--- config.mk ---
export PLATFORM = sky130hd
export DESIGN_NAME = word_shuffle_unit
export DESIGN_NICKNAME = d
export VERILOG_FILES = /design/src/rtl/wsu_pkg.sv /design/src/rtl/wsu_lane_sel.sv /design/src/rtl/wsu_shuffle.sv /design/src/rtl/wsu_fault_arb.sv /design/src/rtl/word_shuffle_unit.sv
export SDC_FILE = /design/constraint.sdc
export NUM_CORES = 1
export LEC_CHECK = 0
export BUFFER_PORTS_ARGS = -buffer_cell sky130_fd_sc_hd__buf_4
export CAP_MARGIN = 30
export CORE_MARGIN = 5
export CORE_UTILIZATION = 47
export DETAILED_ROUTE_END_ITERATION = 16
export PLACE_DENSITY = 0.77
export REMOVE_ABC_BUFFERS = 1
export SYNTH_ARGS = -nofsm -noshare
export SYNTH_HDL_FRONTEND = slang
export SYNTH_SLANG_ARGS = --single-unit
--- constraint.sdc ---
create_clock -name clk -period 1.4 [get_ports clk]
set_input_delay 0.28 -clock clk [delete_from_list [all_inputs] [get_ports clk]]
set_output_delay 0.28 -clock clk [all_outputs]
set_load 0.02 [all_outputs]
--- src/rtl/wsu_pkg.sv ---
package wsu_pkg;

    typedef enum logic [2:0] {
        FLT_NONE  = 3'd0,
        FLT_INVOP = 3'd1,
        FLT_DEVNA = 3'd2,
        FLT_FPERR = 3'd3,
        FLT_ALIGN = 3'd4
    } fault_e;

endpackage

--- src/rtl/wsu_lane_sel.sv ---
// One destination lane: picks a source word by index.
module wsu_lane_sel #(
    parameter int WORD_W = 16,
    parameter int LANES  = 4,
    localparam int SEL_W  = $clog2(LANES),
    localparam int DATA_W = WORD_W * LANES
) (
    input  logic [DATA_W-1:0] src,
    input  logic [SEL_W-1:0]  sel,
    output logic [WORD_W-1:0] word
);

    always_comb begin
        word = '0;
        for (int k = 0; k < LANES; k++) begin
            if (sel == SEL_W'(k)) begin
                word = src[k*WORD_W +: WORD_W];
            end
        end
    end

endmodule

--- src/rtl/wsu_shuffle.sv ---
// Full shuffle network: one selector per destination lane.
module wsu_shuffle #(
    parameter int WORD_W = 16,
    parameter int LANES  = 4,
    localparam int SEL_W   = $clog2(LANES),
    localparam int DATA_W  = WORD_W * LANES,
    localparam int ORDER_W = SEL_W * LANES
) (
    input  logic [DATA_W-1:0]  src,
    input  logic [ORDER_W-1:0] order,
    output logic [DATA_W-1:0]  dst
);

    for (genvar g = 0; g < LANES; g++) begin : g_lane
        wsu_lane_sel #(
            .WORD_W(WORD_W),
            .LANES (LANES)
        ) u_sel (
            .src (src),
            .sel (order[g*SEL_W +: SEL_W]),
            .word(dst[g*WORD_W +: WORD_W])
        );
    end

endmodule

--- src/rtl/wsu_fault_arb.sv ---
// Prioritised fault decision for one request.
module wsu_fault_arb
    import wsu_pkg::*;
#(
    parameter int CPL_W      = 2,
    parameter int ALIGN_BYTES = 8,
    localparam int ADDR_LO_W = $clog2(ALIGN_BYTES)
) (
    input  logic                 emu,
    input  logic                 ts,
    input  logic                 fp_pend,
    input  logic                 ac_en,
    input  logic [CPL_W-1:0]     cpl,
    input  logic                 mem_op,
    input  logic [ADDR_LO_W-1:0] addr_lo,
    output fault_e               fault
);

    logic user_level;
    logic misaligned;
    logic align_hit;

    always_comb begin
        user_level = &cpl;
        misaligned = |addr_lo;
        align_hit  = ac_en && mem_op && user_level && misaligned;

        if (emu) begin
            fault = FLT_INVOP;
        end else if (ts) begin
            fault = FLT_DEVNA;
        end else if (fp_pend) begin
            fault = FLT_FPERR;
        end else if (align_hit) begin
            fault = FLT_ALIGN;
        end else begin
            fault = FLT_NONE;
        end
    end

endmodule

--- src/rtl/word_shuffle_unit.sv ---
module word_shuffle_unit
    import wsu_pkg::*;
#(
    parameter int WORD_W      = 16,
    parameter int LANES       = 4,
    parameter int CPL_W       = 2,
    parameter int ALIGN_BYTES = 8,
    localparam int SEL_W      = $clog2(LANES),
    localparam int DATA_W     = WORD_W * LANES,
    localparam int ORDER_W    = SEL_W * LANES,
    localparam int ADDR_LO_W  = $clog2(ALIGN_BYTES)
) (
    input  logic                 clk,
    input  logic                 rst_n,
    input  logic                 req_valid,
    input  logic [DATA_W-1:0]    req_src,
    input  logic [ORDER_W-1:0]   req_order,
    input  logic                 req_emu,
    input  logic                 req_ts,
    input  logic                 req_fp_pend,
    input  logic                 req_ac_en,
    input  logic [CPL_W-1:0]     req_cpl,
    input  logic                 req_mem,
    input  logic [ADDR_LO_W-1:0] req_addr_lo,
    output logic                 rsp_valid,
    output logic [DATA_W-1:0]    rsp_result,
    output logic [2:0]           rsp_fault
);

    typedef struct packed {
        logic              vld;
        logic [DATA_W-1:0] res;
        fault_e            flt;
    } rsp_state_t;

    rsp_state_t        st_d, st_q;
    logic [DATA_W-1:0] shuf_w;
    fault_e            fault_w;

    wsu_shuffle #(
        .WORD_W(WORD_W),
        .LANES (LANES)
    ) u_shuffle (
        .src  (req_src),
        .order(req_order),
        .dst  (shuf_w)
    );

    wsu_fault_arb #(
        .CPL_W      (CPL_W),
        .ALIGN_BYTES(ALIGN_BYTES)
    ) u_fault (
        .emu    (req_emu),
        .ts     (req_ts),
        .fp_pend(req_fp_pend),
        .ac_en  (req_ac_en),
        .cpl    (req_cpl),
        .mem_op (req_mem),
        .addr_lo(req_addr_lo),
        .fault  (fault_w)
    );

    always_comb begin
        st_d     = st_q;
        st_d.vld = req_valid;
        if (req_valid) begin
            st_d.flt = fault_w;
            if (fault_w == FLT_NONE) begin
                st_d.res = shuf_w;
            end
        end
    end

    always_ff @(posedge clk) begin
        if (!rst_n) begin
            st_q.vld <= 1'b0;
            st_q.res <= '0;
            st_q.flt <= FLT_NONE;
        end else begin
            st_q <= st_d;
        end
    end

    assign rsp_valid  = st_q.vld;
    assign rsp_result = st_q.res;
    assign rsp_fault  = st_q.flt;

endmodule

==> summary.txt <==
Actual slew at the worst max-slew pin -> 0.320 ns
Global placement routability congestion -> 0.816
CTS clk-pin slew, worst paths -> 0.08 ns
CTS tree -> yes
Outcome -> finished clean
Seq/Total Area, Yosys -> 27.6%
Multiplexer share of the synthesized area -> 29.2%
Post-Synth Simple-Gate Area -> 22.8%
VDD IR max -> 449 uV
Dpl cells -> 719
Clock tree buffer depth -> 2
Pwr Total -> 0.00512 W
Worst path max stage delay -> 0.73 ns
Kind of critical path -> input pin to register
Synth unique cells -> 24
Synth Instances -> 483
Final Max Slew Viols -> 0
Gr usage total -> 24.7%
Post-synthesis adder-cell area fraction -> 0%
Skew final -> 0 ns
Normalized max-slew margin -> 78.6%
Die Width -> 112 um
Initial core utilization -> 48.0%
Residual DRC count -> 0
Layout cell share with drive strength beyond 1 -> 43.6%
Ant diodes -> 0
Die extent in y -> 112 um
Max_cap viols -> 0
H-tree levels -> 3
PortBufs -> 152
Post-Layout Inst Area -> 6490 sq um
Critical-path top delay cell -> or4b_2
Hold slack -> 0.275 ns
YS warnings -> 0
Full die area -> 12600 sq um
Leakage -> 2.56 nW
Crit path launch type -> input pin
CP Data Arrival Time -> 1.55 ns
Global route overflow -> 0
Crit. End Element -> register
Synth Area in Compound Gates -> 12.0%
Xor and xnor area share after synthesis -> 0%
CTS Buf Count -> 9
Final nets -> 679
Syn_area_per_cell -> 10.2 sq um
RSZ-0062 raised after global routing -> no
PD cells -> 788 nW/um^2
Crit path max fanout -> 25
Core area -> 10300 sq um
ANT nets after route -> 0
Vias in the first global route -> 4864
DP Area -> 6270 sq um
Io pins -> 153
Via Count -> 5114
Synthesized flop and latch total -> 68
Netlist Area Pre-Place -> 4930 sq um
CTS Sinks -> 68
Post-CTS Hold Fix Bufs -> 0
Required time worst endpoint -> 1.63 ns
Hold Fails Final Rpt -> 0
WL per Instance -> 21.6 um
Crit path cell chain -> buf_4, or4b_2, buf_6, nand3_1, nand3_1
Root buf cell -> clkbuf_8
Post-detail-place hpwl -> 10700 um
Starting DRT DRC Count -> 485
Area Growth Syn to Fin -> 31.7%
Crit-path most repeated cell -> nand3_1
Largest net degree at the start of global routing -> 68
FP Rows -> 37
Largest family of logic cells by synthesized area -> multiplexers
First-pass GRT wire length -> 25300 um
Initial antenna violation count -> 0
Clock Latency Late Sink -> 0.35 ns
TritonRoute pass-1 iters -> 5
Non-filler cells, final -> 735
Setup Buffers After CTS -> 0
Period utilization -> 94.7%
Via/cell ratio -> 6.96
Final min period -> 1.33 ns
Fmax -> 754 MHz
HP Class -> input pin to register
Setup violators final -> 0
Routed WL -> 15900 um
## metrics by stage
| stage | worst slack (ns) | utilization, % | setup TNS (ns) |
|---|---|---|---|
| finish | 0.0745 | 63.2 | 0 |
| CTS | 0.0494 | 63.1 | 0 |
| global placement | -0.280 | 61.0 | -15.83 |
| floorplan | -2.10 | - | -131.69 |
| detailed placement | -0.324 | 61.0 | -16.73 |
| global route | 0.0352 | 63.2 | 0 |
## flip-flops by register name, summed over array words and instances, names as in the netlist
| name | count |
|---|---|
| rsp_result | 64 |
| rsp_fault | 3 |
| rsp_valid | 1 |
## worst paths after layout
path | startpoint | end | slack, ns | cells after the start
setup / recovery | req_emu | rsp_result[38] | 0.07 | 5
hold / removal | req_valid | rsp_valid | 0.27 | 3
setup reg to reg | rsp_result[24] | rsp_result[24] | 0.73 | 2
hold reg to reg | rsp_fault[1] | rsp_fault[1] | 0.49 | 2
## per-layer routing
| metal | vias to the layer above | track usage, % | share of wire [%] |
|---|---|---|---|
| met3 | 13 | 5.93 | 10 |
| met4 | 0 | 5.53 | 0.92 |
| met5 | - | 0 | 0 |
| li1 | 2265 | - | - |
| met1 | 2518 | 33.7 | 39 |
| met2 | 318 | 40.3 | 50 |
## cell usage after synthesis, drive strengths merged
library cell | number | area, sq um
a21boi | 1 | 7.51
a21oi | 1 | 5.00
a32oi | 1 | 8.76
and2 | 1 | 6.26
and4 | 1 | 8.76
buf | 40 | 263
clkbuf | 38 | 143
dfxtp | 68 | 1360
inv | 1 | 3.75
mux4 | 64 | 1440
nand2 | 1 | 3.75
nand2b | 1 | 6.26
nand3 | 128 | 641
nand4 | 65 | 407
nor2b | 2 | 12.5
nor3 | 1 | 10.0
nor4b | 1 | 15.0
o2111ai | 64 | 561
o21ai | 2 | 10.0
or3 | 1 | 6.26
or4b | 1 | 10.0
## final cells by class
class,instances,area [sq um]
multi-input cells,336,3180
flip-flops and latches,68,1360
clock inverters,5,85.1
inverters,1,3.75
well taps,136,170
clock buffers,11,131
repair buffers,178,1570
fillers,826,3780
## placed cells by master, fill, tap and decap left out, drive strengths merged
cell type	count
nand3	128
nand2b	1
or4b	1
and2	1
clkbuf	11
clkinvlp	1
a32oi	1
nor3	1
nand2	1
inv	2
nor2b	2
mux4	64
o2111ai	64
a21boi	1
or3	1
buf	178
and4	1
a21oi	1
nand4	65
clkinv	1
nor4b	1
dfxtp	68
bufinv	2
o21ai	2
## report_power, final
group	internal, W	switching [W]
registers	0.00199	0.0000441
logic	0.000650	0.000602
clock network	0.00102	0.000821
## critical path, delay by kind of cell
| family | cells | cell delay (ns) |
|---|---|---|
| buffers and inverters | 2 | 0.33 |
| and+or+nand+nor | 3 | 0.94 |
## logic make-up after synthesis
logic type | after synthesis
flops | 68
compound gates | 69
mux | 64
simple gates | 203
buf+inv | 79
## what timing repair did
action                                 in CTS  in global routing
endpoints found under the hold margin       0                  0
resized for setup                           0                  1
setup endpoints to repair                   0                  1
Power figures use the tool's default switching activity.
